$ cat config.mk
export PLATFORM = sky130hd
export DESIGN_NAME = sbuf_wr_ptr_mgr
export DESIGN_NICKNAME = d
export VERILOG_FILES = /design/src/rtl/sbuf_pkg.sv /design/src/rtl/sbuf_ptr.sv /design/src/rtl/sbuf_seq.sv /design/src/rtl/sbuf_wmux.sv /design/src/rtl/sbuf_wr_ptr_mgr.sv
export SDC_FILE = /design/constraint.sdc
export NUM_CORES = 1
export LEC_CHECK = 0
export CORE_ASPECT_RATIO = 0.6
export CORE_UTILIZATION = 35
export DETAILED_ROUTE_END_ITERATION = 12
export GPL_TIMING_DRIVEN = 0
export HOLD_SLACK_MARGIN = 0.06
export MAX_ROUTING_LAYER = met4
export SLEW_MARGIN = 20
export SYNTH_ARGS = -nofsm -noshare
export SYNTH_HDL_FRONTEND = slang
export SYNTH_SLANG_ARGS = --single-unit
$ cat constraint.sdc
create_clock -name clk -period 7 [get_ports clk]
set_input_delay 1.4 -clock clk [delete_from_list [all_inputs] [get_ports clk]]
set_output_delay 1.4 -clock clk [all_outputs]
set_load 0.01 [all_outputs]
$ cat src/rtl/sbuf_pkg.sv
// Shared constants and the host register select encoding for the
// sector buffer write-pointer manager.
package sbuf_pkg;
    localparam int SBUF_SECTOR_BYTES = 2352;
    localparam int SBUF_DATA_BYTES   = 2048;
    localparam int SBUF_HDR_BYTES    = 4;
    localparam int SBUF_PTR_W        = 16;
    localparam int SBUF_WRAP_BITS    = 15;

    // Bit 1 picks the pointer (0 = write address, 1 = sector pointer),
    // bit 0 picks the byte (0 = low, 1 = high).
    typedef enum logic [1:0] {
        SEL_WA_LO = 2'd0,
        SEL_WA_HI = 2'd1,
        SEL_PT_LO = 2'd2,
        SEL_PT_HI = 2'd3
    } host_sel_e;
endpackage

$ cat src/rtl/sbuf_ptr.sv
// One buffer pointer. The host loads it a byte at a time. An advance
// request steps it by STEP and masks the result to WRAP_BITS bits.
// Assumes PTR_W is between 9 and 16 and WRAP_BITS < PTR_W. An advance wins
// over a byte load in the same cycle.
module sbuf_ptr #(
    parameter int PTR_W     = 16,
    parameter int WRAP_BITS = 15,
    parameter int STEP      = 2352,
    parameter logic [PTR_W-1:0] RESET_VAL = '0
) (
    input  logic             clk,
    input  logic             rst_n,
    input  logic             adv,
    input  logic             ld_lo,
    input  logic             ld_hi,
    input  logic [7:0]       wbyte,
    output logic [PTR_W-1:0] q,
    output logic [PTR_W-1:0] q_step
);
    localparam logic [PTR_W-1:0] MASK = {{(PTR_W-WRAP_BITS){1'b0}}, {WRAP_BITS{1'b1}}};

    // Next value after one sector step, wrapped on the mask.
    always_comb q_step = (q + PTR_W'(STEP)) & MASK;

    // Pointer register: reset, step, or byte load.
    always_ff @(posedge clk) begin
        if (!rst_n) begin
            q <= RESET_VAL;
        end else if (adv) begin
            q <= q_step;
        end else begin
            if (ld_lo) q[7:0]       <= wbyte;
            if (ld_hi) q[PTR_W-1:8] <= wbyte[PTR_W-9:0];
        end
    end


    mask_after_step_chk: assert property (@(posedge clk) disable iff (!rst_n)
        adv |=> ((q & ~MASK) == '0));
endmodule

$ cat src/rtl/sbuf_seq.sv
// Sector copy sequencer. It accepts a start when idle and latches the form,
// the header and the base address. It then counts byte offsets one per
// clock until the last byte of the chosen form. A start while busy is
// dropped and recorded in a sticky flag.
module sbuf_seq #(
    parameter int PTR_W        = 16,
    parameter int SECTOR_BYTES = 2352,
    parameter int DATA_BYTES   = 2048,
    parameter int HDR_BYTES    = 4,
    parameter int CNT_W        = $clog2(SECTOR_BYTES)
) (
    input  logic                   clk,
    input  logic                   rst_n,
    input  logic                   sec_start,
    input  logic                   sec_decoded,
    input  logic [8*HDR_BYTES-1:0] hdr_in,
    input  logic [PTR_W-1:0]       base_in,
    output logic                   accept,
    output logic                   busy,
    output logic [CNT_W-1:0]       offs,
    output logic                   decoded_q,
    output logic [8*HDR_BYTES-1:0] hdr_q,
    output logic [PTR_W-1:0]       base_q,
    output logic                   sec_done,
    output logic                   overrun
);
    localparam logic [CNT_W-1:0] LAST_DEC = CNT_W'(HDR_BYTES + DATA_BYTES - 1);
    localparam logic [CNT_W-1:0] LAST_RAW = CNT_W'(SECTOR_BYTES - 1);

    logic last;

    // Acceptance and end-of-sector detection.
    always_comb begin
        accept   = sec_start && !busy;
        last     = (offs == (decoded_q ? LAST_DEC : LAST_RAW));
        sec_done = busy && last;
    end

    // Copy state: latch on acceptance, count while busy.
    always_ff @(posedge clk) begin
        if (!rst_n) begin
            busy      <= 1'b0;
            offs      <= '0;
            decoded_q <= 1'b0;
            hdr_q     <= '0;
            base_q    <= '0;
        end else if (accept) begin
            busy      <= 1'b1;
            offs      <= '0;
            decoded_q <= sec_decoded;
            hdr_q     <= hdr_in;
            base_q    <= base_in;
        end else if (busy) begin
            if (last) busy <= 1'b0;
            else      offs <= offs + 1'b1;
        end
    end

    // Sticky record of starts that arrived while busy.
    always_ff @(posedge clk) begin
        if (!rst_n)                  overrun <= 1'b0;
        else if (sec_start && busy)  overrun <= 1'b1;
    end


    offset_step_chk: assert property (@(posedge clk) disable iff (!rst_n)
        (busy && !last) |=> (busy && offs == $past(offs) + 1'b1));

    done_then_idle_chk: assert property (@(posedge clk) disable iff (!rst_n)
        sec_done |=> !busy);

    overrun_set_chk: assert property (@(posedge clk) disable iff (!rst_n)
        (sec_start && busy) |=> overrun);

    overrun_sticky_chk: assert property (@(posedge clk) disable iff (!rst_n)
        !$fell(overrun));
endmodule

$ cat src/rtl/sbuf_wmux.sv
// Buffer write port. It forms the address from the latched base plus the
// offset, modulo 2^PTR_W. In decoded form it sends the header bytes first,
// then the source bytes. Assumes the source answers src_addr within the
// same cycle.
module sbuf_wmux #(
    parameter int PTR_W     = 16,
    parameter int HDR_BYTES = 4,
    parameter int CNT_W     = 12
) (
    input  logic                   busy,
    input  logic                   decoded_q,
    input  logic [CNT_W-1:0]       offs,
    input  logic [PTR_W-1:0]       base_q,
    input  logic [8*HDR_BYTES-1:0] hdr_q,
    input  logic [7:0]             src_data,
    output logic                   buf_we,
    output logic [PTR_W-1:0]       buf_addr,
    output logic [7:0]             buf_wdata,
    output logic [CNT_W-1:0]       src_addr
);
    localparam int HIDX_W = (HDR_BYTES > 1) ? $clog2(HDR_BYTES) : 1;

    logic              hdr_phase;
    logic [HIDX_W-1:0] hidx;

    // Select header or source byte and form the buffer address.
    always_comb begin
        hdr_phase = decoded_q && (offs < CNT_W'(HDR_BYTES));
        hidx      = offs[HIDX_W-1:0];
        buf_we    = busy;
        buf_addr  = base_q + PTR_W'(offs);
        src_addr  = hdr_phase ? '0 : (decoded_q ? offs - CNT_W'(HDR_BYTES) : offs);
        buf_wdata = hdr_phase ? hdr_q[8*int'(hidx) +: 8] : src_data;
    end
endmodule

$ cat src/rtl/sbuf_wr_ptr_mgr.sv
// Top of the sector buffer write-pointer manager. It holds the write
// address (index 0) and the current-sector pointer (index 1), decodes host
// byte loads and readback, and joins the sequencer to the write port.
// Assumes a 16-bit pointer exposed as two host bytes.
module sbuf_wr_ptr_mgr
    import sbuf_pkg::*;
#(
    parameter int SECTOR_BYTES = SBUF_SECTOR_BYTES,
    parameter int DATA_BYTES   = SBUF_DATA_BYTES,
    parameter int HDR_BYTES    = SBUF_HDR_BYTES,
    parameter int WRAP_BITS    = SBUF_WRAP_BITS,
    localparam int PTR_W       = SBUF_PTR_W,
    localparam int CNT_W       = $clog2(SECTOR_BYTES)
) (
    input  logic                   clk,
    input  logic                   rst_n,
    input  logic                   reg_wr,
    input  logic [1:0]             reg_sel,
    input  logic [7:0]             reg_wdata,
    output logic [7:0]             reg_rdata,
    input  logic                   sec_start,
    input  logic                   sec_decoded,
    input  logic [8*HDR_BYTES-1:0] hdr_in,
    output logic [CNT_W-1:0]       src_addr,
    input  logic [7:0]             src_data,
    output logic                   buf_we,
    output logic [PTR_W-1:0]       buf_addr,
    output logic [7:0]             buf_wdata,
    output logic                   busy,
    output logic                   sec_done,
    output logic                   overrun
);
    logic [PTR_W-1:0]       ptr_q    [2];
    logic [PTR_W-1:0]       ptr_step [2];
    logic                   accept;
    logic [CNT_W-1:0]       offs;
    logic                   decoded_q;
    logic [8*HDR_BYTES-1:0] hdr_q;
    logic [PTR_W-1:0]       base_q;

    // Two pointer instances: write address resets to two sectors, the
    // sector pointer to zero.
    for (genvar g = 0; g < 2; g++) begin : g_ptr
        localparam logic [PTR_W-1:0] RV = (g == 0) ? PTR_W'(2 * SECTOR_BYTES) : '0;
        logic ld_lo, ld_hi;

        // Host byte-load decode for this pointer.
        always_comb begin
            ld_lo = reg_wr && (reg_sel[1] == 1'(g)) && !reg_sel[0];
            ld_hi = reg_wr && (reg_sel[1] == 1'(g)) &&  reg_sel[0];
        end

        sbuf_ptr #(
            .PTR_W(PTR_W), .WRAP_BITS(WRAP_BITS), .STEP(SECTOR_BYTES), .RESET_VAL(RV)
        ) u_ptr (
            .clk(clk), .rst_n(rst_n), .adv(accept), .ld_lo(ld_lo), .ld_hi(ld_hi),
            .wbyte(reg_wdata), .q(ptr_q[g]), .q_step(ptr_step[g])
        );
    end

    // Host readback of the selected byte.
    always_comb begin
        reg_rdata = reg_sel[0] ? 8'(ptr_q[reg_sel[1]] >> 8) : ptr_q[reg_sel[1]][7:0];
    end

    sbuf_seq #(
        .PTR_W(PTR_W), .SECTOR_BYTES(SECTOR_BYTES), .DATA_BYTES(DATA_BYTES),
        .HDR_BYTES(HDR_BYTES), .CNT_W(CNT_W)
    ) u_seq (
        .clk(clk), .rst_n(rst_n), .sec_start(sec_start), .sec_decoded(sec_decoded),
        .hdr_in(hdr_in), .base_in(ptr_step[1]), .accept(accept), .busy(busy),
        .offs(offs), .decoded_q(decoded_q), .hdr_q(hdr_q), .base_q(base_q),
        .sec_done(sec_done), .overrun(overrun)
    );

    sbuf_wmux #(
        .PTR_W(PTR_W), .HDR_BYTES(HDR_BYTES), .CNT_W(CNT_W)
    ) u_wmux (
        .busy(busy), .decoded_q(decoded_q), .offs(offs), .base_q(base_q),
        .hdr_q(hdr_q), .src_data(src_data), .buf_we(buf_we), .buf_addr(buf_addr),
        .buf_wdata(buf_wdata), .src_addr(src_addr)
    );


    ignored_start_pt_chk: assert property (@(posedge clk) disable iff (!rst_n)
        (sec_start && busy && !reg_wr) |=> $stable(ptr_q[1]));

    ignored_start_wa_chk: assert property (@(posedge clk) disable iff (!rst_n)
        (sec_start && busy && !reg_wr) |=> $stable(ptr_q[0]));

    addr_hold_base_chk: assert property (@(posedge clk) disable iff (!rst_n)
        (busy && !sec_done) |=> (buf_addr == $past(buf_addr) + 1'b1));
endmodule

==> results by group <==
Floorplanning
  – # rows: 34
  – Chip width: 164 um
  – Core ar.: 14,900 um2
  – Die height: 98.9 um
  – I/O pin total: 103
  – Die area: 16,200 um2
  – Starting Density: 0.368

Power and ir drop
  – Comb pwr share: 0.202
  – Pint: 954 uW
  – Pwr dens: 194 nW/um2
  – Clock share of power: 0.362
  – LEAKAGE: 2.62 nW
  – Psw: 415 uW
  – Sw Ratio: 0.303
  – Peak VDD IR: 0.124 mV
  – Sequential share of power: 0.436

Detailed routing
  – Vias per cell: 5.32
  – Routed Antenna Nets: 0
  – DRC viols: 0
  – Final wirelength: 17,500 um
  – First drt pass iteration count: 6
  – Avg WL per Cell: 17.9 um
  – Initial detailed-routing violation count: 502
  – Vias: 5,195

Timing
  – RSZ-0062 raised after global routing: false
  – Final worst path period share: 0.682
  – Final hold vios: 0
  – Final min period: 4.77 ns
  – Slew Viols, Final: 0
  – Setup ws final: 2.23 ns
  – Post-Route Setup TNS: 0 ns
  – Slew @ Worst Pin: 0.685 ns
  – Clock skew: 0.0119 ns
  – Max-slew headroom: 0.539
  – Fmax: 0.210 GHz
  – Final Setup Violations: 0

Logic synthesis
  – Sequential fraction of the synthesis area: 0.343
  – Primary FF master, synth: dfxtp_1
  – Ys async rst share: 0
  – Cell count after synthesis: 660
  – Warning count from the yosys run: 0
  – Post-synth EDFFs: 0
  – Count of cell types in the netlist: 60
  – Synth Area per Inst: 8.30 um2
  – Post-synth design cell area: 5480 um2
  – Flop and latch count out of synthesis: 94
  – Net Count, Synth: 733

GRT
  – Number of global-route vias before repair: 4,928
  – Global-route wire length before repair: 27,200 um
  – Initial antenna violation count: 0
  – Largest net degree at the start of global routing: 20
  – Grt total ovfl: 0
  – GRT Util Overall: 0.227

CTS
  – H-Tree Depth: 3
  – Clk buf depth: 2
  – Clk sink count: 94
  – Number of CTS-inserted buffers: 9
  – Post-CTS setup buffers: 0
  – CTS tree: yes
  – Clock transition at path regs: 0.07 ns
  – Clock root buffer master: clkbuf_16
  – Post-cts resize count: 0
  – CTS Hold Bufs: 0
  – Worst-Skew Late Latency: 0.36 ns

Min path
  – Hold depth: 2
  – Worst hold path type: register to register

Finish
  – Layout cell share with drive strength beyond 1: 0.0771
  – Syn-to-layout area delta: 28.6%
  – Filler cells: 1,466
  – Layout Nets: 846
  – Most frequent cells in the layout: nand2_1 (140), clkdlybuf4s50_1 (102), dfxtp_1 (94)
  – Ant. Diodes: 0
  – Multi-input gate area: 3350 um2
  – Reg area: 1880 um2
  – Most common cell after layout, fill and taps aside: nand2_1

Placed design
  – Setup WS pre-CTS: 2.25 ns
  – # port buffers: 102
  – Final Wtd Congestion: 0.932
  – Hpwl dp: 13,500 um

Worst setup path
  – Worst-path fanout max: 10
  – Setup CP Type: input port to primary output
  – CP Launch Type: input port
  – CP Capture Type: primary output
  – Critical path required time: 5.60 ns
  – R2R depth: 6
  – WP data arrival: 3.37 ns

Run
  – Max Cap Violations: 0

Status
  – Status: finished, final reports clean
==> worst max-delay path: stages <==
cell and delay, ns:
clkdlybuf4s50_1 0.54, buf_2 0.34, mux4_2 0.58, clkdlybuf4s50_1 0.51
==> cells in the mapped netlist, types with 12 or more instances <==
cell / number / area (um2)
nand2_1: 140 / 526
dfxtp_1: 94 / 1880
a21boi_0: 52 / 390
nor2_1: 45 / 169
o21ai_0: 36 / 180
a21oi_1: 26 / 130
xnor2_1: 22 / 193
clkbuf_1: 21 / 78.8
nand3_1: 19 / 95.1
ha_1: 17 / 213
inv_1: 17 / 63.8
mux4_2: 16 / 360
nor2b_1: 15 / 93.8
xor2_1: 12 / 105
==> sequential cells by signal, indices dropped and copies added (netlist names) <==
| signal | flops |
|---|---|
| u_seq.decoded_q | 1 |
| u_seq.base_q | 15 |
| u_seq.hdr_q | 32 |
| u_seq.busy | 1 |
| u_seq.overrun | 1 |
| g_ptr.u_ptr.q | 32 |
| u_seq.offs | 12 |
==> power groups by stage <==
| stage | Combinational, mW | Clock [mW] | Sequential [mW] |
|---|---|---|---|
| finish | 0.276 | 0.496 | 0.597 |
| global route | 0.300 | 0.530 | 0.601 |
| CTS | 0.275 | 0.503 | 0.596 |
| detailed placement | 0.273 | 0 | 0.608 |
| global placement | 0.269 | 0 | 0.607 |
| floorplan | 0.155 | 0 | 0.596 |
==> layout make-up <==
cell class	instances	share of cell area
plain buffers	40	0.0254
clock buffers	9	0.0320
clock inverters	7	0.0107
inverters	17	0.00905
multi-input cells	509	0.476
flip-flops and latches	94	0.267
well taps	198	0.0352
repair buffers	102	0.145
==> metal layers <==
layer	track usage	part of all wire	vias up
met5	-	0	-
met4	0.0356	0.0078	0
met3	0.0585	0.078	15
met2	0.314	0.41	221
met1	0.332	0.51	2424
li1	-	-	2535
==> cell families after synthesis <==
family          synth area share
xor+xnor                  0.0543
buf+inv                   0.0443
fa+ha+maj                 0.0425
flops                      0.343
mux                       0.0971
compound gates             0.198
simple gates               0.220
==> worst paths after layout <==
kind,end,from,slack (ns)
max,reg_rdata[2],reg_sel[0],2.23
min,g_ptr[0].u_ptr.q[15],g_ptr[0].u_ptr.q[15],0.46
max reg2reg,u_seq.hdr_q[28],u_seq.busy,4.56
min reg2reg,g_ptr[0].u_ptr.q[15],g_ptr[0].u_ptr.q[15],0.46
==> metrics by stage <==
step | utilization | hold slack (ns) | instance area [um2] | power, mW | std cells
2_1_floorplan | - | 0.433 | 5480 | 0.751 | 660
3_3_place_gp | 0.453 | 0.445 | 6750 | 0.876 | 960
3_5_place_dp | 0.453 | 0.447 | 6750 | 0.882 | 960
4_1_cts | 0.473 | 0.458 | 7050 | 1.37 | 976
5_1_grt | 0.473 | 0.495 | 7050 | 1.43 | 976
6_report | 0.473 | 0.461 | 7050 | 1.37 | 976
No activity file was read; power rests on OpenSTA's default activity.
